File: config.mk
export PLATFORM = sky130hd
export DESIGN_NAME = oc_addsub
export DESIGN_NICKNAME = d
export VERILOG_FILES = /design/src/rtl/oc_pkg.sv /design/src/rtl/oc_true_comp.sv /design/src/rtl/oc_ripple.sv /design/src/rtl/oc_incr.sv /design/src/rtl/oc_flags.sv /design/src/rtl/oc_addsub.sv
export SDC_FILE = /design/constraint.sdc
export NUM_CORES = 1
export LEC_CHECK = 0
export ABC_AREA = 1
export CAP_MARGIN = 20
export CORE_AREA = 2 2 39 41
export DETAILED_ROUTE_END_ITERATION = 8
export DIE_AREA = 0 0 41 43
export PLACE_DENSITY = 0.61
export SLEW_MARGIN = 20
export SYNTH_ARGS = -nofsm -noshare
export SYNTH_HDL_FRONTEND = slang
export SYNTH_SLANG_ARGS = --single-unit
File: constraint.sdc
create_clock -name vclk -period 2.86
set_clock_uncertainty 0.2 [all_clocks]
set_input_delay 0.286 -clock vclk [all_inputs]
set_output_delay 0.286 -clock vclk [all_outputs]
set_load 0.005 [all_outputs]
File: src/rtl/oc_pkg.sv
package oc_pkg;

  typedef enum logic {
    OC_ADD = 1'b0,
    OC_SUB = 1'b1
  } oc_mode_e;

  // Full adder: returns {carry, sum}
  function automatic logic [1:0] oc_fa(input logic a, input logic b, input logic c);
    return {(a & b) | (a & c) | (b & c), a ^ b ^ c};
  endfunction

  // Half adder: returns {carry, sum}
  function automatic logic [1:0] oc_ha(input logic a, input logic b);
    return {a & b, a ^ b};
  endfunction

endpackage

File: src/rtl/oc_true_comp.sv
module oc_true_comp #(
  parameter int W = 4
) (
  input  logic [W-1:0] din,
  input  logic         inv,
  output logic [W-1:0] dout
);
  for (genvar i = 0; i < W; i++) begin : g_bit
    assign dout[i] = din[i] ^ inv;
  end
endmodule

File: src/rtl/oc_ripple.sv
module oc_ripple
  import oc_pkg::*;
#(
  parameter int W = 4
) (
  input  logic [W-1:0] a,
  input  logic [W-1:0] b,
  input  logic         cin,
  output logic [W-1:0] sum,
  output logic         cout
);
  logic [W:0] c;
  assign c[0] = cin;
  for (genvar i = 0; i < W; i++) begin : g_fa
    assign {c[i+1], sum[i]} = oc_fa(a[i], b[i], c[i]);
  end
  assign cout = c[W];
endmodule

File: src/rtl/oc_incr.sv
module oc_incr
  import oc_pkg::*;
#(
  parameter int W = 4
) (
  input  logic [W-1:0] din,
  input  logic         inc,
  output logic [W-1:0] dout
);
  // The folded carry can never ripple out of the top bit, so the chain stops at W-1
  logic [W-1:0] c;
  assign c[0] = inc;
  for (genvar i = 0; i < W; i++) begin : g_ha
    if (i < W - 1) begin : g_mid
      assign {c[i+1], dout[i]} = oc_ha(din[i], c[i]);
    end else begin : g_top
      assign dout[i] = din[i] ^ c[i];
    end
  end
endmodule

File: src/rtl/oc_flags.sv
module oc_flags #(
  parameter int W = 4
) (
  input  logic         a_sign,
  input  logic         b_sign,
  input  logic [W-1:0] res,
  output logic         zero,
  output logic         overflow
);
  assign zero     = (&res) | ~(|res);
  assign overflow = (a_sign == b_sign) && (res[W-1] != a_sign);
endmodule

File: src/rtl/oc_addsub.sv
module oc_addsub
  import oc_pkg::*;
#(
  parameter int W = 4
) (
  input  logic [W-1:0] op_a,
  input  logic [W-1:0] op_b,
  input  logic         sub_mode,
  output logic [W-1:0] result,
  output logic         carry_out,
  output logic         zero,
  output logic         overflow
);
  oc_mode_e    mode;
  logic        invert_b;
  logic [W-1:0] cond_b;
  logic [W-1:0] raw_sum;
  logic        eac;

  assign mode     = oc_mode_e'(sub_mode);
  assign invert_b = (mode == OC_SUB);

  oc_true_comp #(.W(W)) u_tc (
    .din (op_b),
    .inv (invert_b),
    .dout(cond_b)
  );

  oc_ripple #(.W(W)) u_add (
    .a   (op_a),
    .b   (cond_b),
    .cin (1'b0),
    .sum (raw_sum),
    .cout(eac)
  );

  oc_incr #(.W(W)) u_eac (
    .din (raw_sum),
    .inc (eac),
    .dout(result)
  );

  oc_flags #(.W(W)) u_flags (
    .a_sign  (op_a[W-1]),
    .b_sign  (cond_b[W-1]),
    .res     (result),
    .zero    (zero),
    .overflow(overflow)
  );

  assign carry_out = eac;
endmodule

[Yosys cells after proc, flatten, opt, wreduce, memory -nomap -nowiden]
Cells that the tools add are included.
Cells by class
  equality and inequality tests: 2
  bitwise logic cells: 36
  reductions and logical operators: 3
Operators by type and width (count)
  1-bit XOR: 15
  1-bit AND: 13
  1-bit bitwise OR: 7
  4-bit AND reduction: 1
  4-bit OR reduction: 1
  1-bit == test: 1
  1-bit logical AND: 1
  1-bit inequality test: 1
  1-bit inverter: 1
Word-level totals
  bits in registers: 0
  bits of input ports: 9
  logic and storage cells: 41

[Depth between registers and ports, before layout]
  depth in word-level cells: 18
  gate-level depth with buffers: 15

[Hierarchy]
From an unflattened synthesis, not the netlist that was laid out.
Second synthesis, totals
  cells, all modules: 55
  area total of the unflattened synthesis: 300.3 µm²
By module, submodules not included
  oc_ripple: times used 1, cells an instance 14, area an instance 117.6 µm², sequential area each 0.0 µm²
  oc_true_comp: times used 1, cells an instance 17, area an instance 63.8 µm², sequential area each 0.0 µm²
  oc_flags: times used 1, cells an instance 15, area an instance 58.8 µm², sequential area each 0.0 µm²
  oc_incr: times used 1, cells an instance 8, area an instance 56.3 µm², sequential area each 0.0 µm²
  oc_addsub: times used 1, cells an instance 1, area an instance 3.8 µm², sequential area each 0.0 µm²

[Least setup slack after synthesis]
Ideal clock, no wire load.
  path type: input-to-output
  start: in sub_mode
  end: out zero
  arrival time: 2.542 ns
  setup slack: -0.168 ns
  stages: 14
  path buffers: 0
  cell sequence: xor2_1 > ha_1 > inv_1 > fa_1 > inv_1 > fa_1 > fa_1 > ha_1 > ha_1 > ha_1 > inv_1 > nor2_1 > nand2_1 > o21ai_1
Between the ends
  elaborated cells between the ends (all ways): 38
RTL lines
  start, declared: RTL line oc_addsub.sv:8  | input logic sub_mode,
  1-bit XOR: RTL line oc_true_comp.sv:9  | assign dout[i] = din[i] ^ inv;
  1-bit AND (2 in series): RTL line oc_pkg.sv:10  | return {(a & b) | (a & c) | (b & c), a ^ b ^ c};
  1-bit bitwise OR (2 in series): RTL line oc_pkg.sv:10
  1-bit AND: RTL line oc_pkg.sv:10
  1-bit bitwise OR (2 in series): RTL line oc_pkg.sv:10
  1-bit AND: RTL line oc_pkg.sv:10
  1-bit bitwise OR: RTL line oc_pkg.sv:10
  1-bit bitwise OR (*): RTL line oc_pkg.sv:10
  named net carry_out: RTL line oc_addsub.sv:10  | output logic carry_out,
  1-bit AND (*) (2 in series): RTL line oc_pkg.sv:15  | return {a & b, a ^ b};
  1-bit XOR (*): RTL line oc_pkg.sv:15
  named net result[2]: RTL line oc_addsub.sv:9  | output logic [W-1:0] result,
  4-bit OR reduction: RTL line oc_flags.sv:10  | assign zero = (&res) | ~(|res);
  1-bit inverter: RTL line oc_flags.sv:10
  1-bit bitwise OR (*): RTL line oc_flags.sv:10
  end, declared: RTL line oc_addsub.sv:11  | output logic zero,
The timed path passes the listed nets; every way through them passes the cells marked *.

[Worst setup path after layout]
  start: in sub_mode
  end: out overflow
Between the ends
  word-level cells in the longest chain between the ends: 17
  elaborated cells between the ends (all ways): 34
Ends and longest elaborated chain
  1-bit XOR: RTL line oc_true_comp.sv:9
  1-bit AND (2 in series): RTL line oc_pkg.sv:10
  1-bit bitwise OR (2 in series): RTL line oc_pkg.sv:10
  1-bit AND: RTL line oc_pkg.sv:10
  1-bit bitwise OR (2 in series): RTL line oc_pkg.sv:10
  1-bit AND: RTL line oc_pkg.sv:10
  1-bit bitwise OR (2 in series): RTL line oc_pkg.sv:10
  1-bit AND (3 in series): RTL line oc_pkg.sv:15
  1-bit XOR: RTL line oc_incr.sv:17  | assign dout[i] = din[i] ^ c[i];
  1-bit inequality test: RTL line oc_flags.sv:11  | assign overflow = (a_sign == b_sign) && (res[W-1] != a_sign);
  1-bit logical AND (*): RTL line oc_flags.sv:11
  end, declared: RTL line oc_addsub.sv:12  | output logic overflow
Mark *: on every way between the ends. The rest lies on a longest branch, timed or not.

==> impl_metrics.py <==
metrics = {
    "critical_path": {
        "cp_slowest_stage_delay_ps": 370,
        "worstPathRequired_ps": 2370,
        "cp-start-kind": "input pin",
        "worstSetupPathType": "in2out",
        "cp_max_fo": 3,
        "arrival_ps": 2660,
        "end_kind": "output port",
        "slowest_stage": "fa_2",
        "cp_cell_sequence": "buf_8 > xor2_1 > ha_2 > inv_2 > fa_2 > inv_2 > fa_2 > fa_2 > ha_4 > ha_4 > ha_4 > inv_2 > nand2_2 > nand2_2 > buf_6 > nor2_2 > nor2_1 > buf_2",
    },
    "floorplanning": {
        "die_y_um": 43,
        "rows": 14,
        "die_w_um": 41,
        "core_area_um2": 1384,
        "die-area_um2": 1763,
        "io_pins": 16,
        "initial_core_util_pct": 17.99,
    },
    "power_and_ir_drop": {
        "peakVddDrop_mv": 0.1393,
        "power.leakage_uw": 0.0002738,
        "power_density_nw_per_um2": 398.7,
    },
    "yosys": {
        "ys_seq_area_share_pct": 0,
        "syn-num-nets": 52,
        "synth_cell_types": 10,
        "ys_warn_count": 0,
        "synthesis.area_um2": 249.0,
        "yosys.area.top_type_share_pct": 25.13,
        "postSynthCellCount": 35,
        "synth_area_leaders": "ha_1, fa_1, inv_1",
        "synth_top_area_cell": "ha_1",
        "syn_avg_cell_area_um2": 7.114,
    },
    "routing": {
        "viasPerCell": 3.920,
        "num_vias": 294,
        "drt-pass1-iter-count": 1,
        "drtIter0Drc": 0,
        "drc": 0,
        "totalWireLength_um": 566,
        "drtAntennaViolNets": 0,
        "wl_per_cell_um": 7.547,
    },
    "cells_and_area": {
        "clockBufferCount": 0,
        "area_growth_syn_to_layout_pct": 121.6,
        "utilization_pct": 39.87,
        "final_area_um2": 551.8,
        "seq_cells": 0,
        "antennaDiodeCount": 0,
        "finish.net_count": 78,
        "drive_above_1_share_pct": 52.54,
        "register_area_um2": 0,
        "fin_cells": 75,
    },
    "placed_design": {
        "dp.cells": 73,
        "dpl_cell_area_um2": 521.8,
        "dp_slack_ps": -1082,
        "io_buffer_count": 16,
        "post-dp-hpwl_um": 504,
        "place_congestion": 0.6769,
    },
    "global_route": {
        "grt_overflow": 0,
        "antenna_found_initial": 0,
        "grt.total_usage_pct": 8.016,
        "grt_pass1_vias": 293,
        "grt_max_degree": 4,
        "grt_first_pass_wirelength_um": 1062,
    },
    "sta": {
        "finalSetupTns_ps": -710.1,
        "period_minus_slack_ps": 3144,
        "tightestPinTransition_ps": 263.2,
        "grt_setup_unrepaired": "true",
        "setup_viol": 4,
        "fmax_mhz": 318.1,
        "post-route-period-util_pct": 109.9,
        "fin_ws_ps": -283.5,
        "slew_viol_final": 0,
        "hold_violations": 0,
        "max_slew_margin_pct": 82.40,
    },
    "status": {
        "status": "complete, but fails checks",
        "violations": "setup timing",
    },
    "clocking": {
        "cts_hold_buffers": 0,
    },
    "worst_hold_path": {
        "worstHoldPathType": "in2out",
    },
    "flow_run": {
        "maxCapViolCount": 0,
    },
}
## through the flow
stage / total power, uW / hold slack, ps
after floorplan: 104.6 / 504.0
after global placement: 209.2 / 1578
after detailed placement: 211.4 / 1576
after CTS: 217.0 / 1092
after global routing: 244.3 / 1116
final: 220.0 / 1082
## path summary, 6_finish.rpt
check / slack [ps] / end / startpoint / cells past startpoint
max: -280 / overflow / sub_mode / 18
min: 1080 / result[0] / op_a[0] / 4
## power breakdown
| group | internal, uW | leakage, uW | switching, uW |
|---|---|---|---|
| registers | 0 | 0 | 0 |
| logic | 132 | 0.000274 | 87.9 |
| clock network | 0 | 0 | 0 |
| total | 132 | 0.000274 | 87.9 |
## critical path, delay by kind of cell
| family | cells | cell delay, ps |
|---|---|---|
| xor+xnor | 1 | 130 |
| simple gates | 4 | 230 |
| fa+ha+maj | 7 | 1540 |
| buf+inv | 6 | 470 |
## cells in the mapped netlist
library cell and number:
inv_1 8, nand2_1 8, ha_1 5, nor2_1 4
fa_1 3, xor2_1 3, nand2_2 1, nand3_1 1
o21ai_1 1, xnor2_1 1
## metal layers
layer  vias to the layer above  global-route usage (%)  share of wire [%]  wire length, um
li1                        153                       -                  -                -
met1                       135                   9.265                 38              216
met2                         6                   15.94                 57              322
met3                         0                       0                4.6               26
met4                         0                       0                  0                0
met5                         -                       0                  0                0
## cells by family (layout without fill, tap and decap cells)
logic type | after synthesis | after routing | share of synthesized area (%)
AOI/OAI and AO/OA | 1 | 1 | 2.008
and+or+nand+nor | 14 | 14 | 22.61
adders and majority gates | 8 | 8 | 49.25
xor gates and xnor gates | 4 | 4 | 14.07
buffers and inverters | 8 | 32 | 12.06
## repair_timing
item                       CTS  global route
pin swaps                   12            10
resized for setup           44             6
setup buffers                2             1
setup endpoints to repair    7             7
## cells in the final DEF, fill, tap and decap left out, types with 3 or more instances in the layout
master	count
nand2_1	6
buf_4	6
buf_6	5
inv_2	4
inv_1	4
clkdlybuf4s50_1	4
xor2_1	3
nand2_2	3
nor2_1	3
fa_2	3
ha_4	3
dlygate4sd2_1	3
buf_2	3
## layout make-up
type               count  area, um^2
well taps             16       20.02
multi-input cells     27       281.5
fillers              146       832.0
inverters              8       30.03
repair buffers        24       220.2
No activity file was read; power rests on OpenSTA's default activity.
